File: config.mk
export PLATFORM = sky130hd
export DESIGN_NAME = gpio_irq_ctrl
export DESIGN_NICKNAME = d
export VERILOG_FILES = /design/src/rtl/gpio_irq_pkg.sv /design/src/rtl/gpio_sync.sv /design/src/rtl/gpio_pin_irq.sv /design/src/rtl/gpio_irq_ctrl.sv
export SDC_FILE = /design/constraint.sdc
export NUM_CORES = 1
export LEC_CHECK = 0
export ABC_CLOCK_PERIOD_IN_PS = 3000
export BUFFER_PORTS_ARGS = -buffer_cell sky130_fd_sc_hd__buf_4
export CORE_AREA = 2 2 204 206
export CTS_CLUSTER_DIAMETER = 80
export DETAILED_ROUTE_END_ITERATION = 12
export DIE_AREA = 0 0 206 208
export PLACE_DENSITY = 0.75
export SLEW_MARGIN = 25
export SYNTH_ARGS = -nofsm -noshare
export SYNTH_HDL_FRONTEND = slang
export SYNTH_HIERARCHICAL = 1
export SYNTH_SLANG_ARGS = --single-unit
File: constraint.sdc
create_clock -name clk -period 3 [get_ports clk]
set_clock_uncertainty 0.15 [all_clocks]
set_input_delay 0.45 -clock clk [delete_from_list [all_inputs] [get_ports clk]]
set_output_delay 0.45 -clock clk [all_outputs]
set_load 0.02 [all_outputs]
File: src/rtl/gpio_irq_pkg.sv
package gpio_irq_pkg;
   localparam int OFS_DOUT    = 'h00;
   localparam int OFS_DIN     = 'h04;
   localparam int OFS_DIR     = 'h08;
   localparam int OFS_SET     = 'h10;
   localparam int OFS_CLR     = 'h14;
   localparam int OFS_PULLEN  = 'h18;
   localparam int OFS_PULLSEL = 'h1C;
   localparam int OFS_IEN     = 'h20;
   localparam int OFS_RAW     = 'h24;
   localparam int OFS_MASKED  = 'h28;
   localparam int OFS_MASK    = 'h2C;
   localparam int OFS_ICLR    = 'h30;
   localparam int OFS_MODE    = 'h34;
   localparam int OFS_ANYEDGE = 'h38;
   localparam int OFS_POL     = 'h3C;
endpackage

File: src/rtl/gpio_sync.sv
module gpio_sync #(
   parameter int W      = 32,
   parameter int STAGES = 2
) (
   input  logic         clk,
   input  logic         rst_n,
   input  logic [W-1:0] d,
   output logic [W-1:0] q,
   output logic [W-1:0] q_prev
);
   generate
      if (STAGES < 2) begin : g_bad
         $error("gpio_sync needs at least two stages");
      end
   endgenerate

   logic [W-1:0] stg [STAGES+1];

   always_ff @(posedge clk or negedge rst_n) begin
      if (!rst_n) begin
         for (int i = 0; i <= STAGES; i++) stg[i] <= '0;
      end else begin
         stg[0] <= d;
         for (int i = 1; i <= STAGES; i++) stg[i] <= stg[i-1];
      end
   end

   assign q      = stg[STAGES-1];
   assign q_prev = stg[STAGES];
endmodule

File: src/rtl/gpio_pin_irq.sv
module gpio_pin_irq (
   input  logic clk,
   input  logic rst_n,
   input  logic cur,
   input  logic prev,
   input  logic en,
   input  logic lvl_mode,
   input  logic pol,
   input  logic any_edge,
   input  logic clr,
   output logic raw
);
   logic rise, fall, edge_hit, lvl_hit;

   assign rise     = cur & ~prev;
   assign fall     = ~cur & prev;
   assign edge_hit = any_edge ? (rise | fall) : (pol ? fall : rise);
   assign lvl_hit  = cur ^ pol;

   always_ff @(posedge clk or negedge rst_n) begin
      if (!rst_n)             raw <= 1'b0;
      else if (lvl_mode)      raw <= en & lvl_hit;
      else if (en && edge_hit) raw <= 1'b1;
      else if (clr)           raw <= 1'b0;
   end

   AST_EDGE_STICKY: assert property (@(posedge clk) disable iff (!rst_n)
      (raw && !lvl_mode && !clr) |=> raw);
   AST_EDGE_CLEARED: assert property (@(posedge clk) disable iff (!rst_n)
      (!lvl_mode && clr && !(en && edge_hit)) |=> !raw);
   AST_NEEDS_ENABLE: assert property (@(posedge clk) disable iff (!rst_n)
      $rose(raw) |-> $past(en));
endmodule

File: src/rtl/gpio_irq_ctrl.sv
module gpio_irq_ctrl #(
   parameter int NPINS = 32,
   parameter int DW    = 32,
   parameter int AW    = 8,
   parameter int SYNC_STAGES = 2
) (
   input  logic             clk,
   input  logic             rst_n,
   input  logic [AW-1:0]    bus_addr,
   input  logic             bus_we,
   input  logic [DW-1:0]    bus_wdata,
   output logic [DW-1:0]    bus_rdata,
   input  logic [NPINS-1:0] pin_in,
   output logic [NPINS-1:0] pin_out,
   output logic [NPINS-1:0] pin_oe,
   output logic [NPINS-1:0] pull_en,
   output logic [NPINS-1:0] pull_sel,
   output logic             irq
);
   import gpio_irq_pkg::*;

   generate
      if (NPINS > DW || NPINS < 1) begin : g_bad_pins
         $error("NPINS must be between 1 and DW");
      end
      if (AW < 7) begin : g_bad_aw
         $error("AW too narrow for register map");
      end
   endgenerate

   logic [NPINS-1:0] dout_q, dir_q, pen_q, psel_q, ien_q, mask_q, mode_q, any_q, pol_q;
   logic [NPINS-1:0] s_cur, s_prev, raw, masked, clr_vec, wd;

   function automatic logic hit(input logic [AW-1:0] a, input int ofs);
      return a == AW'(ofs);
   endfunction

   assign wd      = bus_wdata[NPINS-1:0];
   assign clr_vec = (bus_we && hit(bus_addr, OFS_ICLR)) ? wd : '0;

   always_ff @(posedge clk or negedge rst_n) begin
      if (!rst_n) begin
         dout_q <= '0; dir_q <= '0; pen_q <= '0; psel_q <= '0;
         ien_q  <= '0; mask_q <= '0; mode_q <= '0; any_q <= '0; pol_q <= '0;
      end else if (bus_we) begin
         if (hit(bus_addr, OFS_DOUT))    dout_q <= wd;
         if (hit(bus_addr, OFS_SET))     dout_q <= dout_q | wd;
         if (hit(bus_addr, OFS_CLR))     dout_q <= dout_q & ~wd;
         if (hit(bus_addr, OFS_DIR))     dir_q  <= wd;
         if (hit(bus_addr, OFS_PULLEN))  pen_q  <= wd;
         if (hit(bus_addr, OFS_PULLSEL)) psel_q <= wd;
         if (hit(bus_addr, OFS_IEN))     ien_q  <= wd;
         if (hit(bus_addr, OFS_MASK))    mask_q <= wd;
         if (hit(bus_addr, OFS_MODE))    mode_q <= wd;
         if (hit(bus_addr, OFS_ANYEDGE)) any_q  <= wd;
         if (hit(bus_addr, OFS_POL))     pol_q  <= wd;
      end
   end

   gpio_sync #(.W(NPINS), .STAGES(SYNC_STAGES)) u_sync (
      .clk(clk), .rst_n(rst_n), .d(pin_in), .q(s_cur), .q_prev(s_prev)
   );

   generate
      for (genvar p = 0; p < NPINS; p++) begin : g_pin
         gpio_pin_irq u_det (
            .clk(clk), .rst_n(rst_n),
            .cur(s_cur[p]), .prev(s_prev[p]),
            .en(ien_q[p]), .lvl_mode(mode_q[p]), .pol(pol_q[p]),
            .any_edge(any_q[p]), .clr(clr_vec[p]), .raw(raw[p])
         );
      end
   endgenerate

   assign masked   = raw & ~mask_q;
   assign irq      = |masked;
   assign pin_out  = dout_q;
   assign pin_oe   = dir_q;
   assign pull_en  = pen_q;
   assign pull_sel = psel_q;

   always_comb begin
      bus_rdata = '0;
      case (int'(bus_addr))
         OFS_DOUT:    bus_rdata = DW'(dout_q);
         OFS_DIN:     bus_rdata = DW'(s_cur);
         OFS_DIR:     bus_rdata = DW'(dir_q);
         OFS_PULLEN:  bus_rdata = DW'(pen_q);
         OFS_PULLSEL: bus_rdata = DW'(psel_q);
         OFS_IEN:     bus_rdata = DW'(ien_q);
         OFS_RAW:     bus_rdata = DW'(raw);
         OFS_MASKED:  bus_rdata = DW'(masked);
         OFS_MASK:    bus_rdata = DW'(mask_q);
         OFS_MODE:    bus_rdata = DW'(mode_q);
         OFS_ANYEDGE: bus_rdata = DW'(any_q);
         OFS_POL:     bus_rdata = DW'(pol_q);
         default:     bus_rdata = '0;
      endcase
   end

   AST_SET_ALIAS: assert property (@(posedge clk) disable iff (!rst_n)
      (bus_we && hit(bus_addr, OFS_SET)) |=>
      ((pin_out & $past(wd)) == $past(wd)) && ((pin_out & ~$past(wd)) == ($past(pin_out) & ~$past(wd))));
   AST_CLR_ALIAS: assert property (@(posedge clk) disable iff (!rst_n)
      (bus_we && hit(bus_addr, OFS_CLR)) |=>
      ((pin_out & $past(wd)) == '0) && ((pin_out & ~$past(wd)) == ($past(pin_out) & ~$past(wd))));
   AST_IRQ_QUIET_WHEN_MASKED: assert property (@(posedge clk) disable iff (!rst_n)
      (&mask_q) |-> !irq);
endmodule

### Word level (Yosys, flattened, before mapping)

Index checks and enable logic that the tools add are counted.

* flip-flop bits (word level): 416
* input port bits: 75
* output and inout bits: 161

* eq/ne operators: 14
* muxes and demuxes: 165
* bitwise logic cells: 229
* reduce and logical (&&, ||, !) cells: 77

Operators with widths (count)
* case mux 32 bit (12 select lines): 1
* two-way mux 1 bit: 160
* two-way mux 32 bit: 4
* nonzero test 3 bit: 33
* bitwise AND 1 bit: 96
* bitwise AND 32 bit: 2
* == test 8 x 6 -> 1 bit (second input constant): 8
* NOT 1 bit: 64
* NOT 32 bit: 2
* logical AND 1 bit: 33
* == test 8 x 5 -> 1 bit (second input constant): 4
* OR 1 bit: 32
* OR 32 bit: 1
* OR reduction 32 bit: 1
* bitwise XOR 1 bit: 32
* AND reduction 2 bit: 9
* == test 8 x 3 -> 1 bit (second input constant): 1
* == test 8 x 4 -> 1 bit (second input constant): 1
* logical NOT 8 bit: 1

### Longest topological paths before layout

* depth after elaboration: 7
* gate-level depth with buffers: 9
* mapped depth without buffers: 6

### By module

Netlist, hierarchy kept.

By module, submodules not included
* gpio_irq_ctrl: instances 1, cells an instance 1240, area an instance 15194.6 sq um, seq. area each 7206.9 sq um
* gpio_pin_irq: instances 32, cells an instance 14, area an instance 123.9 sq um, seq. area each 25.0 sq um
* gpio_sync: instances 1, cells an instance 160, area an instance 2882.8 sq um, seq. area each 2402.3 sq um

### Least setup slack after synthesis

No wires, ideal clock.

* kind: input port to output port
* from: in bus_addr[0]
* to: out bus_rdata[23]
* arrival: 2003 ps
* setup slack: 397 ps
* stages: 6
* path buffers: 2
* cell sequence: buf_2 -> or4_4 -> or2_2 -> buf_2 -> a2bb2oi_1 -> nand4_1

* longest elaborated chain between the ends: 2
* elaborated cells on any way between the ends: 13
* classes of those cells: eq/ne: 11; mux: 1; reduce/logical: 1

Ends and longest elaborated chain
* from (decl): RTL line gpio_irq_ctrl.sv:9 `input logic [AW-1:0] bus_addr,`
* == test 8 x 6 -> 1 bit (tied with other cells): RTL line gpio_irq_ctrl.sv:84 `case (int'(bus_addr))`
* case mux 32 bit (12 select lines) (*): RTL line gpio_irq_ctrl.sv:84
* to (decl): RTL line gpio_irq_ctrl.sv:12 `output logic [DW-1:0] bus_rdata,`

Mark *: on every way between the ends. The rest lies on a longest branch, timed or not.

### Final worst setup path

* from: reg g_pin[25].u_det.raw
* to: out irq

* longest elaborated chain between the ends: 2

Ends and longest elaborated chain
* from (decl): RTL line gpio_pin_irq.sv:11 `output logic raw`
* from (signal assigned): RTL line gpio_pin_irq.sv:22 `else if (lvl_mode) raw <= en & lvl_hit;`
* bitwise AND 32 bit: RTL line gpio_irq_ctrl.sv:75 `assign masked = raw & ~mask_q;`
* OR reduction 32 bit: RTL line gpio_irq_ctrl.sv:76 `assign irq = |masked;`
* to (decl): RTL line gpio_irq_ctrl.sv:18 `output logic irq`

No other way between the ends.

==> run_results.csv <==
group,metric,value,unit
run_status,status,"complete, but fails checks",
run_status,failed_checks,"negative setup slack",
synthesis,post_synth_edffs,0,
drt,route.detailed.vias_per_inst,6.27,
worst_setup_path,path_common_cell,"sky130_fd_sc_hd__buf_4",
drt,route.antenna.remaining_nets,0,
synthesis,seq_cells_post_synth,416,
drt,initial_drt_markers,1703,
synthesis,seq_area_frac_synth,0.472,
power_and_ir_drop,power.share.combinational,0.121,
placed_design,place_area,24500,µm²
power_and_ir_drop,switching_fraction,0.260,
power_and_ir_drop,power.share.sequential,0.453,
floorplanning,coreArea,40600,µm²
grt,grt_pass1_wl,104000,µm
grt,via_count_of_the_first_global_routing_pass,17000,
cts,cts_root_buffer,"sky130_fd_sc_hd__clkbuf_16",
cts,clock_path_buffers,3,
cts,tritoncts,"yes",
synthesis,synth.avg_cell_area,11.9,µm²
sta,relSlewSlack,0.551,
grt,grt_start_max_net_pins,114,
floorplanning,floorplan.initialDensity,0.544,
cts,numClockSinks,416,
synthesis,post-synth-top-area-fraction,0.472,
floorplanning,num_ports,236,
job,maxCapViolations,0,
worst_setup_path,critical-path-max-stage-delay,420,ps
floorplanning,std_cell_rows,74,
synthesis,largest_cells_by_area_after_synthesis,"sky130_fd_sc_hd__dfrtp_1, sky130_fd_sc_hd__mux2_2, sky130_fd_sc_hd__mux2i_1, sky130_fd_sc_hd__ha_1, sky130_fd_sc_hd__inv_1",
worst_setup_path,arrival,2580,ps
finish,area_taken_by_multi_input_logic_gates,9980,µm²
sta,final_max_slew_viol_count,0,
sta,finalSetupViolCount,1,
grt,globalRouteTotalUtil,0.323,
sta,timing.fmax,314,MHz
floorplanning,dieWidth,206,µm
grt,globalRoute.totalOverflow,0,
min_path,hold_path_startpoint,"bus_wdata[29]",
worst_setup_path,timing.critical_path.required,2400,ps
worst_setup_path,path_cells,"nor2b_1, a2111o_1, nor4_4, buf_4, nand4_1, buf_4",
min_path,min-delay-path-class,"in2reg",
synthesis,yosys.cell_count.top_type,"sky130_fd_sc_hd__dfrtp_1",
power_and_ir_drop,worst_ir_drop_vdd,525,µV
finish,layout.cell_area.non_filler,26400,µm²
synthesis,synth_top_cells_by_count,"sky130_fd_sc_hd__dfrtp_1, sky130_fd_sc_hd__mux2_2, sky130_fd_sc_hd__inv_1",
drt,drc_errors,0,
power_and_ir_drop,pwr-share-clk,0.426,
power_and_ir_drop,leakage,12.7,nW
drt,route.vias.total,16700,
finish,fillcell_total,3075,
sta,timing_worst_slew_pin_value,674,ps
sta,setup_slack,-184,ps
worst_setup_path,worst-setup-path-type,"reg2out",
synthesis,synth.lib_cells_used.distinct,77,
sta,timing.setup.tns,-184,ps
sta,final.period_utilization,1.06,
worst_setup_path,crit_path_start,"g_pin[25].u_det/raw",
finish,area_overhead_of_the_layout_relative_to_synthesis,19.9,%
cts,ctsHtreeMaxLevel,2,
synthesis,synthFlopType,"sky130_fd_sc_hd__dfrtp_1",
power_and_ir_drop,power.density_cell_area,522,nW/µm²
sta,hold_viol,0,
synthesis,synthesis.nets,1987,
grt,grt_antenna_before_repair,1,
placed_design,detailed_place_hpwl,47600,µm
worst_setup_path,path_max_fanout,4,
worst_setup_path,critical_path.slowest_cell,"sky130_fd_sc_hd__dfrtp_1",
cts,clk_transition_reported_paths,60,ps
sta,worst_hold_slack_after_final_layout,33.1,ps
synthesis,syn-cell-area,22000,µm²
drt,drt-wirelength-per-cell,25.9,µm
drt,detail_route.first_pass.iterations,6,
synthesis,syn-instance-count,1848,
placed_design,port_buffers,235,
power_and_ir_drop,cell_internal_pwr,10.2,mW
drt,wl,68900,µm
power_and_ir_drop,netSwitchingPower,3.59,mW
sta,grt_setup_unrepaired,"true",
cts,clock_insertion_delay_worst_skew,600,ps
worst_setup_path,setup.worst_path.start_class,"register",
worst_setup_path,setup.worst_path.end_class,"output port",
cts,tritoncts.num_buffers,46,
floorplanning,die-area,42800,µm²
synthesis,post-synth-top-area-cell,"sky130_fd_sc_hd__dfrtp_1",
placed_design,gp_congestion,0.976,
synthesis,yosysWarningCount,6,
sta,period_needed,3180,ps
synthesis,postSynth.asyncResetShare,1.00,
floorplanning,die_h,208,µm
worst_setup_path,rr_startpoint,"u_sync/q[30]",
power_and_ir_drop,power,13.8,mW
finish,final_net_count,2233,
finish,register_area,10400,µm²
finish,layout-drive-gt1-share,0.357,
cells by family after synthesis:
group           count (synthesis)  synth area share
flops                         416             0.472
buf+inv                       359            0.0782
fa+ha+maj                      64            0.0363
compound gates                306             0.121
mux                           379             0.194
xor+xnor                       32            0.0127
simple gates                  292            0.0861
final cells by class:
class | instances | area share
Tap cell | 532 | 0.0252
Clock buffer | 71 | 0.0540
Antenna cell | 1 | 0.0000947
Inverter | 171 | 0.0243
Sequential cell | 416 | 0.394
Timing Repair Buffer | 386 | 0.119
Clock inverter | 13 | 0.00582
Multi-Input combinational cell | 1073 | 0.378
per-stage QoR:
stage | std cells | worst slack, ps | utilization
after global routing | 2663 | -181 | 0.652
after CTS | 2661 | -156 | 0.651
after global placement | 2542 | 151 | 0.603
after floorplan | 1848 | 397 | -
final | 2663 | -184 | 0.652
after detailed placement | 2542 | 164 | 0.603
registers in the layout, summed over array words and instances, names as in the netlist:
name	flops
pin_out	32
pin_oe	32
any_q	32
pull_en	32
mask_q	32
pull_sel	32
ien_q	32
u_sync/q_prev	32
u_sync/q	32
mode_q	32
g_pin.u_det/raw	32
u_sync/stg	32
pol_q	32
final timing paths:
kind	end	slack (ps)	depth (start not counted)
setup / recovery	irq	-180	6
min in group asynchronous	u_sync/stg[71]	150	2
hold / removal	pull_en[29]	30	2
hold reg to reg	u_sync/q[23]	200	0
max in group asynchronous	pull_sel[21]	1630	3
setup reg to reg	g_pin[30].u_det/raw	1310	5
power by group through the flow:
stage	sequential, mW	clock (mW)	combinational (mW)
2_1_floorplan	6.35	0	0.863
3_3_place_gp	6.33	0	1.56
3_5_place_dp	6.34	0	1.61
4_1_cts	6.25	5.94	1.66
5_1_grt	6.29	6.17	1.79
6_report	6.26	5.88	1.67
layer usage:
layer / vias to the layer above / part of all wire / global-route usage
li1: 7134 / - / -
met1: 8414 / 0.39 / 0.430
met2: 914 / 0.46 / 0.497
met3: 223 / 0.090 / 0.0656
met4: 0 / 0.055 / 0.172
met5: - / 0 / 0
timing repair:
item,in CTS,in global routing
setup endpoints to repair,1,1
pin swaps,2,2
hold buffers,33,0
resized for setup,4,3
gates cloned,0,0
endpoints found under the hold margin,291,0
buffers inserted,2,1
layout by cell type (no fill, tap or decap), types with 7 or more instances in the layout:
| master | count |
|---|---|
| sky130_fd_sc_hd__o211ai_1 | 15 |
| sky130_fd_sc_hd__nand4_1 | 10 |
| sky130_fd_sc_hd__nand3_1 | 18 |
| sky130_fd_sc_hd__xnor2_1 | 32 |
| sky130_fd_sc_hd__buf_12 | 13 |
| sky130_fd_sc_hd__a221oi_2 | 32 |
| sky130_fd_sc_hd__a22o_1 | 11 |
| sky130_fd_sc_hd__nor3_1 | 12 |
| sky130_fd_sc_hd__clkbuf_8 | 12 |
| sky130_fd_sc_hd__or3_1 | 13 |
| sky130_fd_sc_hd__mux2_2 | 242 |
| sky130_fd_sc_hd__inv_1 | 170 |
| sky130_fd_sc_hd__clkbuf_16 | 49 |
| sky130_fd_sc_hd__dfrtp_1 | 415 |
| sky130_fd_sc_hd__mux2i_1 | 103 |
| sky130_fd_sc_hd__and2_1 | 39 |
| sky130_fd_sc_hd__a21oi_1 | 7 |
| sky130_fd_sc_hd__ha_1 | 64 |
| sky130_fd_sc_hd__nor2_1 | 18 |
| sky130_fd_sc_hd__o21ai_0 | 9 |
| sky130_fd_sc_hd__o22ai_1 | 27 |
| sky130_fd_sc_hd__nand2_1 | 31 |
| sky130_fd_sc_hd__dlygate4sd3_1 | 33 |
| sky130_fd_sc_hd__nand2b_1 | 13 |
| sky130_fd_sc_hd__a221oi_1 | 33 |
| sky130_fd_sc_hd__a31oi_1 | 35 |
| sky130_fd_sc_hd__buf_4 | 339 |
| sky130_fd_sc_hd__nor2b_1 | 18 |
| sky130_fd_sc_hd__or2_0 | 32 |
| sky130_fd_sc_hd__nor3b_1 | 40 |
| sky130_fd_sc_hd__clkbuf_1 | 10 |
| sky130_fd_sc_hd__mux2_4 | 30 |
| sky130_fd_sc_hd__a22oi_1 | 49 |
| sky130_fd_sc_hd__a221o_1 | 37 |
critical path, delay by kind of cell (launching register included):
family                 cells  cell delay, ps
DFF                        1             420
AOI/OAI and AO/OA          1             400
and+or+nand+nor            3             750
buffers and inverters      2             420
No activity file was read; power rests on OpenSTA's default activity.
